**src/rtl/rrs_pkg.sv**
```systemverilog
package rrs_pkg;
  typedef enum logic [2:0] {
    OP_NOP   = 3'd0,
    OP_CLOSE = 3'd1,
    OP_PRECH = 3'd2,
    OP_ACT   = 3'd3,
    OP_SENSE = 3'd4
  } ref_op_e;
endpackage

```
**src/rtl/rrs_step_fsm.sv**
```systemverilog
// Four-phase timer: each phase lasts STEP_CYC cycles.
module rrs_step_fsm #(
  parameter int STEP_CYC = 4,
  localparam int TCW = (STEP_CYC > 1) ? $clog2(STEP_CYC) : 1
) (
  input  logic       clk,
  input  logic       rst,
  input  logic       start,
  output logic       accept,
  output logic       active,
  output logic [1:0] step,
  output logic       step_new,
  output logic       finish
);
  logic [TCW-1:0] tcnt;
  logic           last;

  assign last   = (tcnt == TCW'(STEP_CYC - 1));
  assign accept = start && !active;
  assign finish = active && (step == 2'd3) && last;

  always_ff @(posedge clk) begin
    if (rst) begin
      active   <= 1'b0;
      step     <= 2'd0;
      tcnt     <= '0;
      step_new <= 1'b0;
    end else begin
      step_new <= 1'b0;
      if (accept) begin
        active   <= 1'b1;
        step     <= 2'd0;
        tcnt     <= '0;
        step_new <= 1'b1;
      end else if (active) begin
        if (last) begin
          tcnt <= '0;
          if (step == 2'd3) begin
            active <= 1'b0;
          end else begin
            step     <= step + 2'd1;
            step_new <= 1'b1;
          end
        end else begin
          tcnt <= tcnt + TCW'(1);
        end
      end
    end
  end
endmodule

```
**src/rtl/rrs_bank_rotor.sv**
```systemverilog
// Round-robin bank index shared by all groups.
module rrs_bank_rotor #(
  parameter int BANKS_PER_GROUP = 4,
  localparam int BIDX_W = (BANKS_PER_GROUP > 1) ? $clog2(BANKS_PER_GROUP) : 1
) (
  input  logic              clk,
  input  logic              rst,
  input  logic              adv,
  output logic [BIDX_W-1:0] idx,
  output logic              at_last
);
  assign at_last = (idx == BIDX_W'(BANKS_PER_GROUP - 1));

  always_ff @(posedge clk) begin
    if (rst) begin
      idx <= '0;
    end else if (adv) begin
      idx <= at_last ? '0 : idx + BIDX_W'(1);
    end
  end
endmodule

```
**src/rtl/rrs_row_table.sv**
```systemverilog
// Row counters, one per bank, advanced for the chosen bank of every group.
module rrs_row_table #(
  parameter int NUM_GROUPS      = 4,
  parameter int BANKS_PER_GROUP = 4,
  parameter int ROW_W           = 16,
  localparam int NB     = NUM_GROUPS * BANKS_PER_GROUP,
  localparam int BIDX_W = (BANKS_PER_GROUP > 1) ? $clog2(BANKS_PER_GROUP) : 1
) (
  input  logic                        clk,
  input  logic                        rst,
  input  logic                        adv,
  input  logic [BIDX_W-1:0]           idx,
  output logic [NUM_GROUPS*ROW_W-1:0] row_sel,
  output logic                        row_at_max
);
  logic [ROW_W-1:0] rows [NB];

  always_ff @(posedge clk) begin
    if (rst) begin
      for (int i = 0; i < NB; i++) rows[i] <= '0;
    end else if (adv) begin
      for (int g = 0; g < NUM_GROUPS; g++) begin
        rows[g*BANKS_PER_GROUP + int'(idx)] <= rows[g*BANKS_PER_GROUP + int'(idx)] + ROW_W'(1);
      end
    end
  end

  for (genvar g = 0; g < NUM_GROUPS; g++) begin : g_sel
    assign row_sel[g*ROW_W +: ROW_W] = rows[g*BANKS_PER_GROUP + int'(idx)];
  end

  assign row_at_max = &rows[int'(idx)];
endmodule

```
**src/rtl/row_refresh_seq.sv**
```systemverilog
module row_refresh_seq #(
  parameter int NUM_GROUPS      = 4,
  parameter int BANKS_PER_GROUP = 4,
  parameter int ROW_W           = 16,
  parameter int STEP_CYC        = 4,
  localparam int NB     = NUM_GROUPS * BANKS_PER_GROUP,
  localparam int BIDX_W = (BANKS_PER_GROUP > 1) ? $clog2(BANKS_PER_GROUP) : 1
) (
  input  logic                        clk,
  input  logic                        rst,
  input  logic                        refresh_tick,
  input  logic [NB-1:0]               row_open,
  output logic [NB-1:0]               bank_busy,
  output logic [NB-1:0]               tag_clear,
  output logic [2:0]                  cmd_op,
  output logic [NUM_GROUPS-1:0]       cmd_grp_mask,
  output logic [BIDX_W-1:0]           cmd_bank,
  output logic [NUM_GROUPS*ROW_W-1:0] cmd_row,
  output logic                        pass_done
);
  import rrs_pkg::*;

  logic              accept, active, step_new, finish;
  logic [1:0]        step;
  logic [BIDX_W-1:0] idx;
  logic              idx_last, row_at_max;
  logic [NB-1:0]     sel;
  logic [NUM_GROUPS-1:0] close_mask, open_hit;
  ref_op_e           op_now;

  rrs_step_fsm #(.STEP_CYC(STEP_CYC)) u_fsm (
    .clk(clk), .rst(rst), .start(refresh_tick), .accept(accept),
    .active(active), .step(step), .step_new(step_new), .finish(finish)
  );

  rrs_bank_rotor #(.BANKS_PER_GROUP(BANKS_PER_GROUP)) u_rotor (
    .clk(clk), .rst(rst), .adv(finish), .idx(idx), .at_last(idx_last)
  );

  rrs_row_table #(
    .NUM_GROUPS(NUM_GROUPS), .BANKS_PER_GROUP(BANKS_PER_GROUP), .ROW_W(ROW_W)
  ) u_rows (
    .clk(clk), .rst(rst), .adv(finish), .idx(idx),
    .row_sel(cmd_row), .row_at_max(row_at_max)
  );

  for (genvar g = 0; g < NUM_GROUPS; g++) begin : g_grp
    for (genvar b = 0; b < BANKS_PER_GROUP; b++) begin : g_bank
      assign sel[g*BANKS_PER_GROUP + b] = (idx == BIDX_W'(b));
    end
    assign open_hit[g] = |(row_open[g*BANKS_PER_GROUP +: BANKS_PER_GROUP]
                           & sel[g*BANKS_PER_GROUP +: BANKS_PER_GROUP]);
  end

  always_ff @(posedge clk) begin
    if (rst) begin
      bank_busy  <= '0;
      tag_clear  <= '0;
      close_mask <= '0;
      pass_done  <= 1'b0;
    end else begin
      tag_clear <= '0;
      pass_done <= 1'b0;
      if (accept) begin
        bank_busy  <= sel;
        tag_clear  <= row_open & sel;
        close_mask <= open_hit;
      end else if (finish) begin
        bank_busy <= '0;
        pass_done <= idx_last && row_at_max;
      end
    end
  end

  always_comb begin
    op_now = OP_NOP;
    if (step_new) begin
      case (step)
        2'd0:    op_now = (close_mask != '0) ? OP_CLOSE : OP_NOP;
        2'd1:    op_now = OP_PRECH;
        2'd2:    op_now = OP_ACT;
        default: op_now = OP_SENSE;
      endcase
    end
  end

  assign cmd_op       = op_now;
  assign cmd_grp_mask = (step == 2'd0) ? close_mask : '1;
  assign cmd_bank     = idx;
endmodule

```
**config.mk**
```make
export PLATFORM = sky130hd
export DESIGN_NAME = row_refresh_seq
export DESIGN_NICKNAME = d
export VERILOG_FILES = /design/src/rtl/rrs_pkg.sv /design/src/rtl/rrs_step_fsm.sv /design/src/rtl/rrs_bank_rotor.sv /design/src/rtl/rrs_row_table.sv /design/src/rtl/row_refresh_seq.sv
export SDC_FILE = /design/constraint.sdc
export NUM_CORES = 1
export LEC_CHECK = 0
export ABC_AREA = 1
export BUFFER_PORTS_ARGS = -buffer_cell sky130_fd_sc_hd__buf_2
export CAP_MARGIN = 10
export CORE_UTILIZATION = 55
export DETAILED_ROUTE_END_ITERATION = 12
export HOLD_SLACK_MARGIN = 0.1
export PLACE_DENSITY = 0.86
export SETUP_SLACK_MARGIN = 0.05
export SLEW_MARGIN = 10
export SYNTH_ARGS = -nofsm -noshare
export SYNTH_HDL_FRONTEND = slang
export SYNTH_SLANG_ARGS = --single-unit
```
**constraint.sdc**
```tcl
create_clock -name clk -period 7.3 [get_ports clk]
set_input_delay 0.365 -clock clk [delete_from_list [all_inputs] [get_ports clk]]
set_output_delay 0.365 -clock clk [all_outputs]
set_load 0.02 [all_outputs]
```
==> impl_metrics.toml <==
[run_status]
status = "completed"

[global_routing]
grt_max_degree = 99
grt_pass1_wl_um = 56100
antenna_found_initial = 0
gr-usage-all-layers = 0.271
grt_overflow = 0
grt_pass1_vias = 11100

[sta]
fin_crit_ns = 4.00
finClkSkew_ns = 0.0160
slew_headroom = 0.254
setup_viol = 0
rsz0062_at_grt = "no"
finalSetupTns_ns = 0
worst_pin_slew_ns = 1.12
fmax_ghz = 0.250
hold_violations = 0
drv_slew = 0
fin_crit_sh = 0.548

[drt]
wl_per_cell_um = 18.1
drt-total-wl_um = 36000
vias_per_cell = 5.65
dr.pass1.iters = 5
vias = 11200
antenna_left = 0
drc_errors = 0
drtIter0Drc = 1205

[cells_and_area]
antennaDiodeCount = 0
postLayoutCellArea_um2 = 15900
area.growth.synth_to_final_pct = 11.7
final_nets = 1668
fillCellCount = 1908
instances_no_fill = 1989
post-route-util = 0.629
drive_gt1_frac = 0.166

[pwr]
p_per_area_nw_per_um2 = 223
total_power_mw = 3.53
ir_drop_v = 0.000166
sequentialPowerShare = 0.535
p_leak_nw = 6.61
comb_power_share = 0.054
p_int_mw = 2.76
p_clk_frac = 0.411
switching_share = 0.220
switching_power_mw = 0.779

[worst_setup_path]
crit_required_ns = 7.47
worstSetupStartpointType = "flop"
crit_arrival_ns = 4.17
cp-end-kind = "flop"
path_max_fanout = 98
worstSetupPathType = "reg -> reg"

[yosys]
ys_types = 39
syn_nets = 1573
synth_top_area_frac = 0.541
synth_top_area_cell = "edfxtp_1"
ys_seq_elements = 291
yosysWarnings = 0
ys_seq_area_frac = 0.590
syn_inst = 1542
syn_area_um2 = 14200
synth.avg_cell_area_um2 = 9.21
synth_top_cells_by_area = "edfxtp_1 54%, nand2_1 12%, nor2_1 8.5%, dfxtp_1 4.9%, nand3_1 4.9%"

[die]
io_pins = 125
std_cell_rows = 58
initial_utilization = 0.563
core-area_um2 = 25300
die_h_um = 163
die_w_um = 163
die_area_um2 = 26500

[clock_tree]
clockBufferDepth = 3
h-tree-depth = 1
clk_pin_slew_worst_paths_ns = 0.06
cts_resized = 0
cts_inserted_buffers = 28
cts_tree = "done"
clock_latency_ns = 0.55
cts_sinks = 291
clockRootBuffer = "clkbuf_16"

[placed_design]
place.gp.congestion = 0.839
post-place-cells = 1925
dp_hpwl_um = 21600
postPlaceCellArea_um2 = 14800
io_buffers = 124

[hold_path]
hold_class = "in -> reg"

[flow_run]
cap_violations = 0
cells by family (layout without fill, tap and decap cells):
| group | count (synthesis) | after routing | synth area share |
|---|---|---|---|
| AO/OA/AOI/OAI | 40 | 40 | 0.0195 |
| XOR/XNOR | 28 | 28 | 0.0220 |
| adder cells (fa/ha/maj) | 12 | 12 | 0.0106 |
| buffers and inverters | 190 | 307 | 0.0659 |
| flip-flops | 291 | 291 | 0.590 |
| AND/OR/NAND/NOR | 981 | 981 | 0.292 |
worst paths after layout:
kind / startpoint / end / slack [ns] / cells after the start
hold / removal: row_open[8] / tag_clear[8] / 0.11 / 3
hold reg to reg: u_fsm.step[0] / u_fsm.step[0] / 0.49 / 2
setup reg to reg: u_rotor.idx[0] / u_rows.rows[4][9] / 3.30 / 7
setup / recovery: u_rotor.idx[0] / u_rows.rows[4][9] / 3.30 / 7
synthesized netlist by cell type:
| cell type | count |
|---|---|
| a211oi_1 | 2 |
| a21oi_1 | 11 |
| a32o_1 | 3 |
| a32oi_1 | 4 |
| and2_1 | 1 |
| buf_1 | 1 |
| buf_12 | 1 |
| buf_2 | 40 |
| buf_4 | 23 |
| buf_6 | 9 |
| clkbuf_1 | 9 |
| clkinv_1 | 1 |
| dfxtp_1 | 35 |
| edfxtp_1 | 256 |
| ha_1 | 12 |
| inv_1 | 98 |
| inv_2 | 7 |
| inv_4 | 1 |
| nand2_1 | 446 |
| nand2_2 | 25 |
| nand2_4 | 2 |
| nand3_1 | 138 |
| nand3_2 | 7 |
| nand3_4 | 2 |
| nand4_1 | 2 |
| nor2_1 | 321 |
| nor2_2 | 24 |
| nor2_4 | 9 |
| nor3_1 | 4 |
| o2111ai_1 | 1 |
| o211ai_1 | 6 |
| o21ai_0 | 6 |
| o21ai_1 | 1 |
| o21ai_2 | 1 |
| o221ai_1 | 2 |
| o2bb2ai_1 | 2 |
| o41ai_1 | 1 |
| xor2_1 | 19 |
| xor2_2 | 9 |
worst max-delay path: stages, from the launching register on:
cell and delay (ns):
dfxtp_4 1.04, inv_4 0.40, buf_4 0.49, ha_1 0.40
nand2_2 0.10, buf_4 0.62, nand2_2 0.07, buf_4 0.45
metrics by stage:
stage | hold WS [ns] | setup slack (ns)
2_1_floorplan | 0.443 | 3.79
3_3_place_gp | 0.452 | 3.36
3_5_place_dp | 0.461 | 3.29
4_1_cts | 0.102 | 3.27
5_1_grt | 0.116 | 3.07
6_report | 0.106 | 3.30
per-layer routing:
layer  part of all wire  wire length, µm  global-route usage
met5                  0                0                   0
met4              0.035             1260               0.121
met2               0.51            18400               0.475
met3              0.087             3150              0.0306
met1               0.37            13200               0.336
power by group through the flow:
stage / combinational [mW] / sequential [mW] / clock, mW
floorplan: 0.121 / 1.92 / 0
global placement: 0.179 / 1.92 / 0
detailed placement: 0.184 / 1.92 / 0
CTS: 0.191 / 1.89 / 1.45
global route: 0.208 / 1.89 / 1.51
finish: 0.192 / 1.89 / 1.45
layout by cell type (no fill, tap or decap), drive strengths merged:
cell type and n:
o21ai 8, dfxtp 35, clkinvlp 1, a211oi 2, bufinv 1, clkinv 14, nand3 147, edfxtp 256
a21oi 11, nor3 4, o221ai 2, o2bb2ai 2, nand4 2, buf 136, a32oi 4, clkbuf 35
a32o 3, xor2 28, ha 12, nor2 354, and2 1, dlygate4sd3 12, inv 108, nand2 473
o2111ai 1, o41ai 1, o211ai 6
final cells by class:
class / instances / area, µm² / area share
Inverter: 107 / 404 / 0.0255
Tap cell: 330 / 413 / 0.0260
Multi-Input combinational cell: 1061 / 4900 / 0.309
Clock buffer: 35 / 832 / 0.0524
Timing Repair Buffer: 148 / 831 / 0.0523
Sequential cell: 291 / 8390 / 0.529
Clock inverter: 17 / 101 / 0.00638
registers in the layout, summed over array words and instances (netlist names), named ones only:
name            flops
u_rows.rows       256
tag_clear          16
bank_busy           4
close_mask          4
u_fsm.step          2
u_fsm.tcnt          2
u_rotor.idx         2
pass_done           1
u_fsm.active        1
u_fsm.step_new      1
repair_timing:
action	CTS	global route
setup buffers	0	0
endpoints found under the hold margin	13	0
endpoints found under the setup margin	0	0
hold buffers	12	0
(Power assumes the default switching activity.)
